## src/rtl/clkgen_pkg.sv

```systemverilog
`timescale 1ns/1ps
package clkgen_pkg;

   // register addresses (status must stay last of the mapped ones)
   localparam logic [2:0] ADR_SRC  = 3'd0;
   localparam logic [2:0] ADR_PWR  = 3'd1;
   localparam logic [2:0] ADR_LOOP = 3'd2;
   localparam logic [2:0] ADR_STAT = 3'd3;

   // output source select codes
   localparam logic [1:0] SEL_LOOP = 2'b00;
   localparam logic [1:0] SEL_INT  = 2'b01;
   localparam logic [1:0] SEL_EXT  = 2'b10;

   // clock status codes (index into the one-hot select)
   localparam logic [1:0] ST_FLL = 2'b00;
   localparam logic [1:0] ST_INT = 2'b01;
   localparam logic [1:0] ST_EXT = 2'b10;
   localparam logic [1:0] ST_PLL = 2'b11;

   localparam int NUM_SRC = 4;
   localparam int RDIV_W  = 3;
   localparam int VMUL_W  = 4;
   localparam int FLL_EXTRA_EXP = 5;

   typedef enum logic [1:0] {
      MD_OTHER   = 2'd0,
      MD_BYP_LP  = 2'd1,
      MD_BYP_PLL = 2'd2,
      MD_PLL_ENG = 2'd3
   } mode_t;

   typedef struct packed {
      logic [1:0]        src_sel;
      logic [RDIV_W-1:0] rdiv;
      logic              lowpwr;
      logic              pll_sel;
      logic              div32;
      logic [VMUL_W-1:0] vmul;
   } cfg_t;

endpackage

```

## src/rtl/clkgen_cfg_regs.sv

```systemverilog
`timescale 1ns/1ps
module clkgen_cfg_regs
   import clkgen_pkg::*;
#(
   parameter int ADDR_W = 3,
   parameter int DATA_W = 8
) (
   input  logic              clk,
   input  logic              rst_n,
   input  logic              wr_en,
   input  logic [ADDR_W-1:0] addr,
   input  logic [DATA_W-1:0] wdata,
   input  logic [DATA_W-1:0] stat_word,
   output cfg_t              cfg,
   output logic              cfg_change,
   output logic [DATA_W-1:0] rdata
);

   if (DATA_W != 8) begin : g_bad_data_w
      $error("clkgen_cfg_regs: field layout needs an 8-bit data path");
   end
   if (ADDR_W < 2) begin : g_bad_addr_w
      $error("clkgen_cfg_regs: address must reach four registers");
   end

   logic hit_src;
   logic hit_pwr;
   logic hit_loop;

   assign hit_src  = wr_en && (addr == ADDR_W'(ADR_SRC));
   assign hit_pwr  = wr_en && (addr == ADDR_W'(ADR_PWR));
   assign hit_loop = wr_en && (addr == ADDR_W'(ADR_LOOP));

   always_ff @(posedge clk or negedge rst_n) begin
      if (!rst_n) begin
         cfg <= '0;
      end else begin
         if (hit_src) begin
            cfg.src_sel <= wdata[7:6];
            cfg.rdiv    <= wdata[5:3];
         end
         if (hit_pwr) begin
            cfg.lowpwr  <= wdata[3];
         end
         if (hit_loop) begin
            cfg.pll_sel <= wdata[6];
            cfg.div32   <= wdata[4];
            cfg.vmul    <= wdata[3:0];
         end
      end
   end

   // a write that alters the loop's divide or multiply restarts lock
   assign cfg_change = (hit_src  && (wdata[5:3] != cfg.rdiv)) ||
                       (hit_loop && (wdata[3:0] != cfg.vmul));

   always_comb begin
      rdata = '0;
      if (addr == ADDR_W'(ADR_SRC)) begin
         rdata = {cfg.src_sel, cfg.rdiv, 3'b000};
      end else if (addr == ADDR_W'(ADR_PWR)) begin
         rdata = {4'b0000, cfg.lowpwr, 3'b000};
      end else if (addr == ADDR_W'(ADR_LOOP)) begin
         rdata = {1'b0, cfg.pll_sel, 1'b0, cfg.div32, cfg.vmul};
      end else if (addr == ADDR_W'(ADR_STAT)) begin
         rdata = stat_word;
      end
   end

endmodule

```

## src/rtl/clkgen_lock_timer.sv

```systemverilog
`timescale 1ns/1ps
module clkgen_lock_timer #(
   parameter int LOCK_CYCLES = 64
) (
   input  logic clk,
   input  logic rst_n,
   input  logic pll_en,
   input  logic restart,
   output logic locked
);

   localparam int CNT_W = (LOCK_CYCLES < 2) ? 1 : $clog2(LOCK_CYCLES);
   localparam logic [CNT_W-1:0] LAST = CNT_W'(LOCK_CYCLES - 1);

   if (LOCK_CYCLES < 1) begin : g_bad_lock
      $error("clkgen_lock_timer: LOCK_CYCLES must be at least 1");
   end

   logic [CNT_W-1:0] cnt;
   logic             lock_q;

   always_ff @(posedge clk or negedge rst_n) begin
      if (!rst_n) begin
         cnt    <= '0;
         lock_q <= 1'b0;
      end else if (!pll_en || restart) begin
         cnt    <= '0;
         lock_q <= 1'b0;
      end else if (cnt == LAST) begin
         lock_q <= 1'b1;
      end else begin
         cnt    <= cnt + 1'b1;
      end
   end

   // gate with the enable so a disable write drops lock without waiting
   assign locked = lock_q & pll_en;

endmodule

```

## src/rtl/clkgen_hold_sync.sv

```systemverilog
`timescale 1ns/1ps
module clkgen_hold_sync #(
   parameter int W      = 2,
   parameter int STAGES = 2
) (
   input  logic         clk,
   input  logic         rst_n,
   input  logic [W-1:0] d,
   input  logic         d_ok,
   output logic [W-1:0] q
);

   localparam int NSTG = STAGES - 1;

   if (STAGES < 2) begin : g_bad_stages
      $error("clkgen_hold_sync: STAGES must be at least 2");
   end
   if (W < 1) begin : g_bad_w
      $error("clkgen_hold_sync: W must be at least 1");
   end

   // each stage carries {valid, value}; the last flop only loads valid values
   logic [W:0] stg [NSTG];

   always_ff @(posedge clk or negedge rst_n) begin
      if (!rst_n) begin
         for (int i = 0; i < NSTG; i++) stg[i] <= '0;
         q <= '0;
      end else begin
         stg[0] <= {d_ok, d};
         for (int i = 1; i < NSTG; i++) stg[i] <= stg[i-1];
         if (stg[NSTG-1][W]) q <= stg[NSTG-1][W-1:0];
      end
   end

endmodule

```

## src/rtl/clkgen_mode_ctrl.sv

```systemverilog
`timescale 1ns/1ps
module clkgen_mode_ctrl
   import clkgen_pkg::*;
#(
   parameter int LOCK_CYCLES = 64,
   parameter int SYNC_STAGES = 2
) (
   input  logic       clk,
   input  logic       rst_n,
   input  logic       wr_en,
   input  logic [2:0] addr,
   input  logic [7:0] wdata,
   output logic [7:0] rdata,
   output logic [1:0] mode,
   output logic       pll_enabled,
   output logic       pll_locked,
   output logic [3:0] src_onehot,
   output logic [3:0] ref_div_exp,
   output logic [5:0] vco_mult,
   output logic       bus_ce
);

   localparam int EXP_W  = 4;
   localparam int MULT_W = VMUL_W + 2;

   if (SYNC_STAGES < 2) begin : g_bad_sync
      $error("clkgen_mode_ctrl: SYNC_STAGES must be at least 2");
   end

   cfg_t       cfg;
   logic       cfg_change;
   logic [7:0] stat_word;
   mode_t      mode_d;
   logic       pll_st;
   logic [1:0] src_st;
   logic [1:0] req_code;
   logic       req_ok;

   clkgen_cfg_regs #(.ADDR_W(3), .DATA_W(8)) u_regs (
      .clk        (clk),
      .rst_n      (rst_n),
      .wr_en      (wr_en),
      .addr       (addr),
      .wdata      (wdata),
      .stat_word  (stat_word),
      .cfg        (cfg),
      .cfg_change (cfg_change),
      .rdata      (rdata)
   );

   // mode decode, bypass with low power wins over everything external
   always_comb begin
      mode_d = MD_OTHER;
      if (cfg.src_sel == SEL_EXT && cfg.lowpwr) begin
         mode_d = MD_BYP_LP;
      end else if (cfg.src_sel == SEL_EXT && cfg.pll_sel) begin
         mode_d = MD_BYP_PLL;
      end else if (cfg.src_sel == SEL_LOOP && cfg.pll_sel) begin
         mode_d = MD_PLL_ENG;
      end
   end

   assign mode        = mode_d;
   assign pll_enabled = cfg.pll_sel && (mode_d != MD_BYP_LP);

   clkgen_lock_timer #(.LOCK_CYCLES(LOCK_CYCLES)) u_lock (
      .clk     (clk),
      .rst_n   (rst_n),
      .pll_en  (pll_enabled),
      .restart (cfg_change),
      .locked  (pll_locked)
   );

   // requested output source and whether it may be switched to now
   always_comb begin
      req_code = ST_FLL;
      req_ok   = 1'b0;
      case (cfg.src_sel)
         SEL_LOOP: begin
            req_code = cfg.pll_sel ? ST_PLL : ST_FLL;
            req_ok   = cfg.pll_sel ? pll_locked : 1'b1;
         end
         SEL_INT: begin
            req_code = ST_INT;
            req_ok   = 1'b1;
         end
         SEL_EXT: begin
            req_code = ST_EXT;
            req_ok   = 1'b1;
         end
         default: begin
            req_code = ST_FLL;
            req_ok   = 1'b0;
         end
      endcase
   end

   clkgen_hold_sync #(.W(1), .STAGES(SYNC_STAGES)) u_pll_st (
      .clk   (clk),
      .rst_n (rst_n),
      .d     (pll_enabled),
      .d_ok  (1'b1),
      .q     (pll_st)
   );

   clkgen_hold_sync #(.W(2), .STAGES(SYNC_STAGES)) u_src_st (
      .clk   (clk),
      .rst_n (rst_n),
      .d     (req_code),
      .d_ok  (req_ok),
      .q     (src_st)
   );

   for (genvar s = 0; s < NUM_SRC; s++) begin : g_src_sel
      assign src_onehot[s] = (src_st == 2'(s));
   end

   assign stat_word = {1'b0, pll_locked, pll_st, 1'b0, src_st, 2'b00};

   // reference divide as an exponent; the extra /32 applies to the FLL only
   assign ref_div_exp = cfg.pll_sel ? EXP_W'(cfg.rdiv)
                                    : EXP_W'(cfg.rdiv) + (cfg.div32 ? EXP_W'(FLL_EXTRA_EXP) : '0);
   assign vco_mult    = MULT_W'({cfg.vmul, 2'b00});

   always_ff @(posedge clk or negedge rst_n) begin
      if (!rst_n) bus_ce <= 1'b0;
      else        bus_ce <= ~bus_ce;
   end

endmodule

```

## config.mk

```make
export PLATFORM = sky130hd
export DESIGN_NAME = clkgen_mode_ctrl
export DESIGN_NICKNAME = d
export VERILOG_FILES = /design/src/rtl/clkgen_pkg.sv /design/src/rtl/clkgen_cfg_regs.sv /design/src/rtl/clkgen_lock_timer.sv /design/src/rtl/clkgen_hold_sync.sv /design/src/rtl/clkgen_mode_ctrl.sv
export SDC_FILE = /design/constraint.sdc
export NUM_CORES = 1
export LEC_CHECK = 0
export ABC_AREA = 1
export BUFFER_PORTS_ARGS = -buffer_cell sky130_fd_sc_hd__buf_2
export CAP_MARGIN = 10
export CORE_UTILIZATION = 56
export CTS_CLUSTER_SIZE = 14
export DETAILED_ROUTE_END_ITERATION = 6
export PLACE_DENSITY = 0.87
export RECOVER_POWER = 50
export SYNTH_ARGS = -nofsm -noshare
export SYNTH_HDL_FRONTEND = slang
export SYNTH_SLANG_ARGS = --single-unit
```

## constraint.sdc

```tcl
create_clock -name clk -period 3.01 [get_ports clk]
set_input_delay 0.903 -clock clk [delete_from_list [all_inputs] [get_ports clk]]
set_output_delay 0.903 -clock clk [all_outputs]
set_load 0.01 [all_outputs]
```

==> run metrics, run 1 <==
hpwl dp 2270 um; area share of the largest cell type after synthesis 43.01%; Via Count 1365; Vias/cell 5.056; largest family of logic cells by synthesized area simple AND/OR/NAND/NOR gates; Synth Register Bits 28; worst slew pin tran 1.460 ns; Total Routing Usage GR 21.25%; Post-Place Worst Slack 0.3503 ns; Post-CTS Setup Bufs 0; CP max FO 7; reg2reg setup slack 1.51 ns; unrepaired setup endpoints after global routing false; # IOs 41; initial antenna violation count 0; critical path data required time 2.11 ns; Clock Skews 0.01359 ns; Avg Synthesized Cell Area 8.025 um^2; Cell Pwr Density 617.0 nW/um^2; delay-heaviest family, CP simple AND/OR/NAND/NOR gates; first-pass GRT wire length 5202 um; cts-stage hold buffer count 0; largest net degree at the start of global routing 29; crit path buf inv count 2; cells along the critical path buf_1, nor2_1, nand2_4, o21ai_0, a21oi_1, o21ai_0, buf_2; cts bufs inserted 3; First-pass DRT Iterations 7; most frequent cells in the layout nand2_1, buf_2, inv_1; Synth Area in Compound Gates 11.29%; hold slack 0.4189 ns; Area Overhead vs Synth 12.37%; layout cell share with drive strength beyond 1 21.34%; final setup TNS 0 ns; Syn. warnings 0; core area 2758 um^2; Synth Area in Simple Gates 25.73%; Hold Vio Cnt, Final 0; leakage 0.9892 nW; Slew headroom 2.658%; IO Port Bufs 38; root buffer cell clkbuf_4; routability-driven placement congestion ratio 0.7899; WL/cell 11.31 um; post-synth cell types 27; area leader, netlist dfrtp_1; die area 3129 um^2; kind of path behind the tightest hold check reg -> reg; Initial Utilization 59.07%; H-tree depth 1; ratio of final minimum period to clock period 93.59%; Post-CTS Resized 0; CP max stage delay 0.30 ns; Arr. time, crit path 1.91 ns; Rows 19; vias in the first global route 1173; Adder-Cell Fraction of Synth Area 5.376%; endpoints failing setup 0; Post-synth EDFFs 0; Clock Sinks 28; Crit. End Element primary output; final worst setup slack 0.1929 ns; Synth Flop Type dfrtp_1; Max-Cap Viols 0; die span in x 55.94 um; critical setup path kind in -> out; CP Launch Type input pin; mapped cell area 1629 um^2; main area contributors after synthesis dfrtp_1, nand2_1, inv_1; cells after synthesis 203; CTS Buffer Depth 2; Most common cell on crit path o21ai_0; FFs w/ async S/R, synth 100.0%; Final Core Density 66.38%; clock transition at the registers of the reported paths 0.16 ns; Period minus WS final 2.817 ns; status completed; DRC 0; most common cell after layout, fill and taps aside nand2_1; final wirelength 3055 um; Slew Limit Fails 0; Fmax achieved 0.3550 GHz; GRT overflow 0; n_diodes 0; mux cell area share after synthesis 0.9217%; die height 55.94 um; Seq/Total Area, Yosys 43.01%; # nets final 261; CTS tree done; critical path's slowest cell nor2_1; Detailed Route Iter0 Violations 63; Clock Latency Late Sink 0.33 ns; xor/xnor share of the synthesized area 2.151%; Peak VDD IR 0.4953 mV; Antenna Nets Post-Route 0
==> final cells by class <==
cell class                 count  area, um^2
timing repair buffer          38       186.4
clock buffer                   3       22.52
fill                         246       927.1
multi-input combinational    136       728.2
inverter                      33       123.9
tap                           31       38.79
clock inverter                 1       30.03
sequential                    28       700.7
==> per-stage QoR <==
step / power [mW] / instance area (um^2) / instances
final: 1.129 / 1831 / 270
after global placement: 0.8768 / 1805 / 266
after CTS: 1.142 / 1858 / 270
after global routing: 1.223 / 1831 / 270
after floorplan: 0.7684 / 1633 / 204
after detailed placement: 0.8920 / 1805 / 266
==> worst paths after layout <==
kind | from | end | cells after the start
hold reg to reg | bus_ce | bus_ce | 1
setup reg to reg | u_regs.cfg[10] | u_src_st.stg[2] | 7
min in group asynchronous | rst_n | u_lock.cnt[5] | 1
setup / recovery | addr[0] | rdata[3] | 7
hold / removal | bus_ce | bus_ce | 1
max in group asynchronous | rst_n | u_regs.cfg[3] | 1
==> power breakdown <==
group	internal, mW	total, mW	switching (mW)
Combinational	0.149	0.367	0.218
Sequential	0.450	0.517	0.0667
Clock	0.135	0.246	0.111
Total	0.733	1.13	0.396
==> cells in the mapped netlist, types with 2 or more instances <==
| library cell | count |
|---|---|
| conb_1 | 2 |
| xor2_1 | 2 |
| nor3_1 | 2 |
| inv_1 | 31 |
| nor2_1 | 22 |
| nor2_4 | 3 |
| ha_1 | 7 |
| o22ai_1 | 2 |
| nand2_4 | 3 |
| nand2_1 | 48 |
| dfrtp_1 | 28 |
| xnor2_1 | 2 |
| nand3_1 | 5 |
| buf_4 | 6 |
| o21ai_0 | 22 |
| inv_2 | 2 |
| a21oi_1 | 6 |
==> registers in the layout, indices dropped and copies added, names as in the netlist <==
signal	flops
u_src_st.stg	3
u_lock.cnt	6
u_lock.lock_q	1
bus_ce	1
u_src_st.q	2
u_regs.cfg	12
u_pll_st.q	1
u_pll_st.stg	2
==> logic make-up (layout without fill, tap and decap cells) <==
kind of cell,after synthesis,in the layout
AND/OR/NAND/NOR,87,87
buffers and inverters,40,75
AO/OA/AOI/OAI,34,34
flip-flops,28,28
adder cells (fa/ha/maj),7,7
XOR/XNOR,4,4
other,2,3
multiplexers,1,1
==> routing by layer <==
metal | track usage (%) | wire length, um | part of all wire (%) | up-vias
li1 | - | - | - | 697
met3 | 2.093 | 125 | 4.1 | 2
met1 | 31.18 | 1543 | 51 | 626
met5 | 0 | 0 | 0 | -
met4 | 6.272 | 6 | 0.20 | 0
met2 | 33.73 | 1378 | 45 | 40
Power figures use the tool's default switching activity.
==> run 2: changes to the inputs <==
--- a/config.mk
+++ b/config.mk
@@ -5,13 +5,14 @@
 export SDC_FILE = /design/constraint.sdc
 export NUM_CORES = 1
 export LEC_CHECK = 0
-export ABC_AREA = 1
 export BUFFER_PORTS_ARGS = -buffer_cell sky130_fd_sc_hd__buf_2
 export CAP_MARGIN = 10
+export CORE_ASPECT_RATIO = 1.75
 export CORE_UTILIZATION = 56
+export CTS_CLUSTER_DIAMETER = 100
 export CTS_CLUSTER_SIZE = 14
 export DETAILED_ROUTE_END_ITERATION = 6
-export PLACE_DENSITY = 0.87
+export PLACE_DENSITY = 0.88
 export RECOVER_POWER = 50
 export SYNTH_ARGS = -nofsm -noshare
 export SYNTH_HDL_FRONTEND = slang
==> run 2 against run 1 <==
Global-route usage up 2.1 points. Clock-buffer cell count up 1. Final area down 1.6%. Sequential cell count unchanged. Register-to-register slack worse by 0.17 ns. Largest power group unchanged. Critical endpoint is now rdata[6]. Combinational power up 5%.
==> run metrics, run 2 <==
status completed; Detailed Route Iter0 Violations 31; final setup TNS 0 ns; Fmax achieved 0.3550 GHz; CTS tree done; Total Routing Usage GR 23.36%; mapped cell area 1575 um^2; kind of path behind the tightest hold check reg -> reg; most common cell after layout, fill and taps aside buf_2; clock transition at the registers of the reported paths 0.09 ns; Crit. End Element primary output; xor/xnor share of the synthesized area 5.004%; WL met3 183 um; largest family of logic cells by synthesized area simple AND/OR/NAND/NOR gates; First-pass DRT Iterations 4; Max-Cap Viols 0; Clock Skews 0.004075 ns; Slew headroom 1.149%; Avg Synthesized Cell Area 10.86 um^2; # IOs 41; final wirelength 3285 um; main area contributors after synthesis dfrtp_1, mux2_2, ha_1; DRC 0; critical path data required time 2.11 ns; Peak VDD IR 0.4250 mV; leakage 0.9079 nW; most frequent cells in the layout buf_2, dfrtp_1, mux2_2; area leader, netlist dfrtp_1; endpoints failing setup 0; Clock Latency Late Sink 0.28 ns; hpwl dp 2576 um; Synth Register Bits 28; unrepaired setup endpoints after global routing false; Period minus WS final 2.817 ns; FFs w/ async S/R, synth 100.0%; largest net degree at the start of global routing 29; area share of the largest cell type after synthesis 44.48%; layout cell share with drive strength beyond 1 32.78%; die area 3037 um^2; Hold Vio Cnt, Final 0; most numerous cell in the Yosys netlist dfrtp_1; H-tree depth 1; mux cell area share after synthesis 15.25%; cells along the critical path inv_1, ha_1, a21boi_2, and2_1, a31oi_1, nor2_1, buf_2; core area 2690 um^2; CP max stage delay 0.42 ns; Top Registers u_regs.cfg (12), u_lock.cnt (6), u_src_st.stg (3); Syn. warnings 0; cts bufs inserted 3; Antenna Nets Post-Route 0; Overall Power 1.157 mW; most common library cells after synthesis dfrtp_1, mux2_2, nor2_1; post-synth cell types 31; IO Port Bufs 38; vias in the first global route 1189; Rows 25; Adder-Cell Fraction of Synth Area 5.560%; number of fill cells 209; die height 72.16 um; first-pass GRT wire length 5375 um; Post-CTS Resized 0; WL/cell 15.87 um; Vias/cell 5.787; Top reg by flops u_regs.cfg; max reg flops 12; # nets final 202; worst slew pin tran 1.483 ns; WL met1 1119 um; cells after synthesis 145; CTS Buffer Depth 2; Clock Sinks 28; Via Count 1198; CP Launch Type flip-flop; critical path's slowest cell dfrtp_1; root buffer cell clkbuf_8; Slew Limit Fails 0; CP max FO 5; routability-driven placement congestion ratio 0.8150; Synth Area in Compound Gates 7.228%; Top Metal Used met4; met2 wire len 1918 um; Area Overhead vs Synth 14.38%; Synth Area in Simple Gates 16.12%; cts-stage hold buffer count 0; ratio of final minimum period to clock period 93.59%; n_diodes 0; initial antenna violation count 0; Initial Utilization 58.56%; Arr. time, crit path 1.91 ns; Seq/Total Area, Yosys 44.48%; Post-CTS Setup Bufs 0; GRT overflow 0; Cell Pwr Density 642.0 nW/um^2; die span in x 42.09 um; Post-synth EDFFs 0; critical setup path kind reg -> out; Synth Flop Type dfrtp_1
run 2: cell types whose count changed after synthesis, moves of 6 or more:
cell / before / now
nand2_1: 48 / 8
o21ai_0: 22 / 6
mux2_2: 0 / 14
nor2_1: 22 / 12
inv_1: 31 / 6
mux2i_1: 0 / 6
run 2: worst paths after layout:
kind                            cells after the start      startpoint              end  slack [ns]
worst max-delay path                                7  u_regs.cfg[10]         rdata[6]        0.19
worst min-delay path                                1          bus_ce           bus_ce        0.42
worst max register to register                      6  u_regs.cfg[10]  u_src_st.stg[2]        1.34
worst min register to register                      1          bus_ce           bus_ce        0.42
max in group asynchronous                           1           rst_n    u_regs.cfg[0]        1.18
min in group asynchronous                           1           rst_n  u_src_st.stg[2]        0.96
run 2: critical path: cells and delay by family (launching register included):
family,cells,cell delay [ns]
compound gates,2,0.36
flops,1,0.42
fa+ha+maj,1,0.27
simple gates,2,0.33
buf+inv,2,0.25
run 2: metal layers:
layer	global-route usage, %	vias to the layer above
met1	25.62	577
met3	2.239	6
li1	-	565
met5	0	-
met2	44.27	50
met4	10.76	0
run 2: area by class of cell:
| cell class | count | area, um^2 | area share, % |
|---|---|---|---|
| Timing Repair Buffer | 41 | 203.9 | 11.32 |
| Inverter | 6 | 22.52 | 1.250 |
| Sequential cell | 28 | 700.7 | 38.89 |
| Multi-Input combinational cell | 101 | 785.8 | 43.61 |
| Clock buffer | 4 | 55.05 | 3.056 |
| Tap cell | 27 | 33.78 | 1.875 |
run 2: through the flow:
| stage | area [um^2] | setup WS (ns) | hold slack (ns) | utilization, % | std cells |
|---|---|---|---|---|---|
| 2_1_floorplan | 1579 | 0.5845 | 0.4541 | - | 146 |
| 3_3_place_gp | 1755 | 0.3374 | 0.3999 | 65.26 | 203 |
| 3_5_place_dp | 1755 | 0.2998 | 0.4071 | 65.26 | 203 |
| 4_1_cts | 1810 | 0.1989 | 0.4209 | 67.30 | 207 |
| 5_1_grt | 1802 | 0.04642 | 0.4339 | 66.98 | 207 |
| 6_report | 1802 | 0.1930 | 0.4164 | 66.98 | 207 |
run 2: cell families after synthesis:
logic type,count (synthesis)
other cells,2
simple gates,44
mux,21
compound gates,17
xor+xnor,9
buf+inv,17
flops,28
fa+ha+maj,7
run 2: power breakdown:
part	switching (mW)	total [mW]	internal, mW
clock	0.116	0.234	0.117
combinational	0.192	0.385	0.193
sequential	0.0855	0.538	0.452
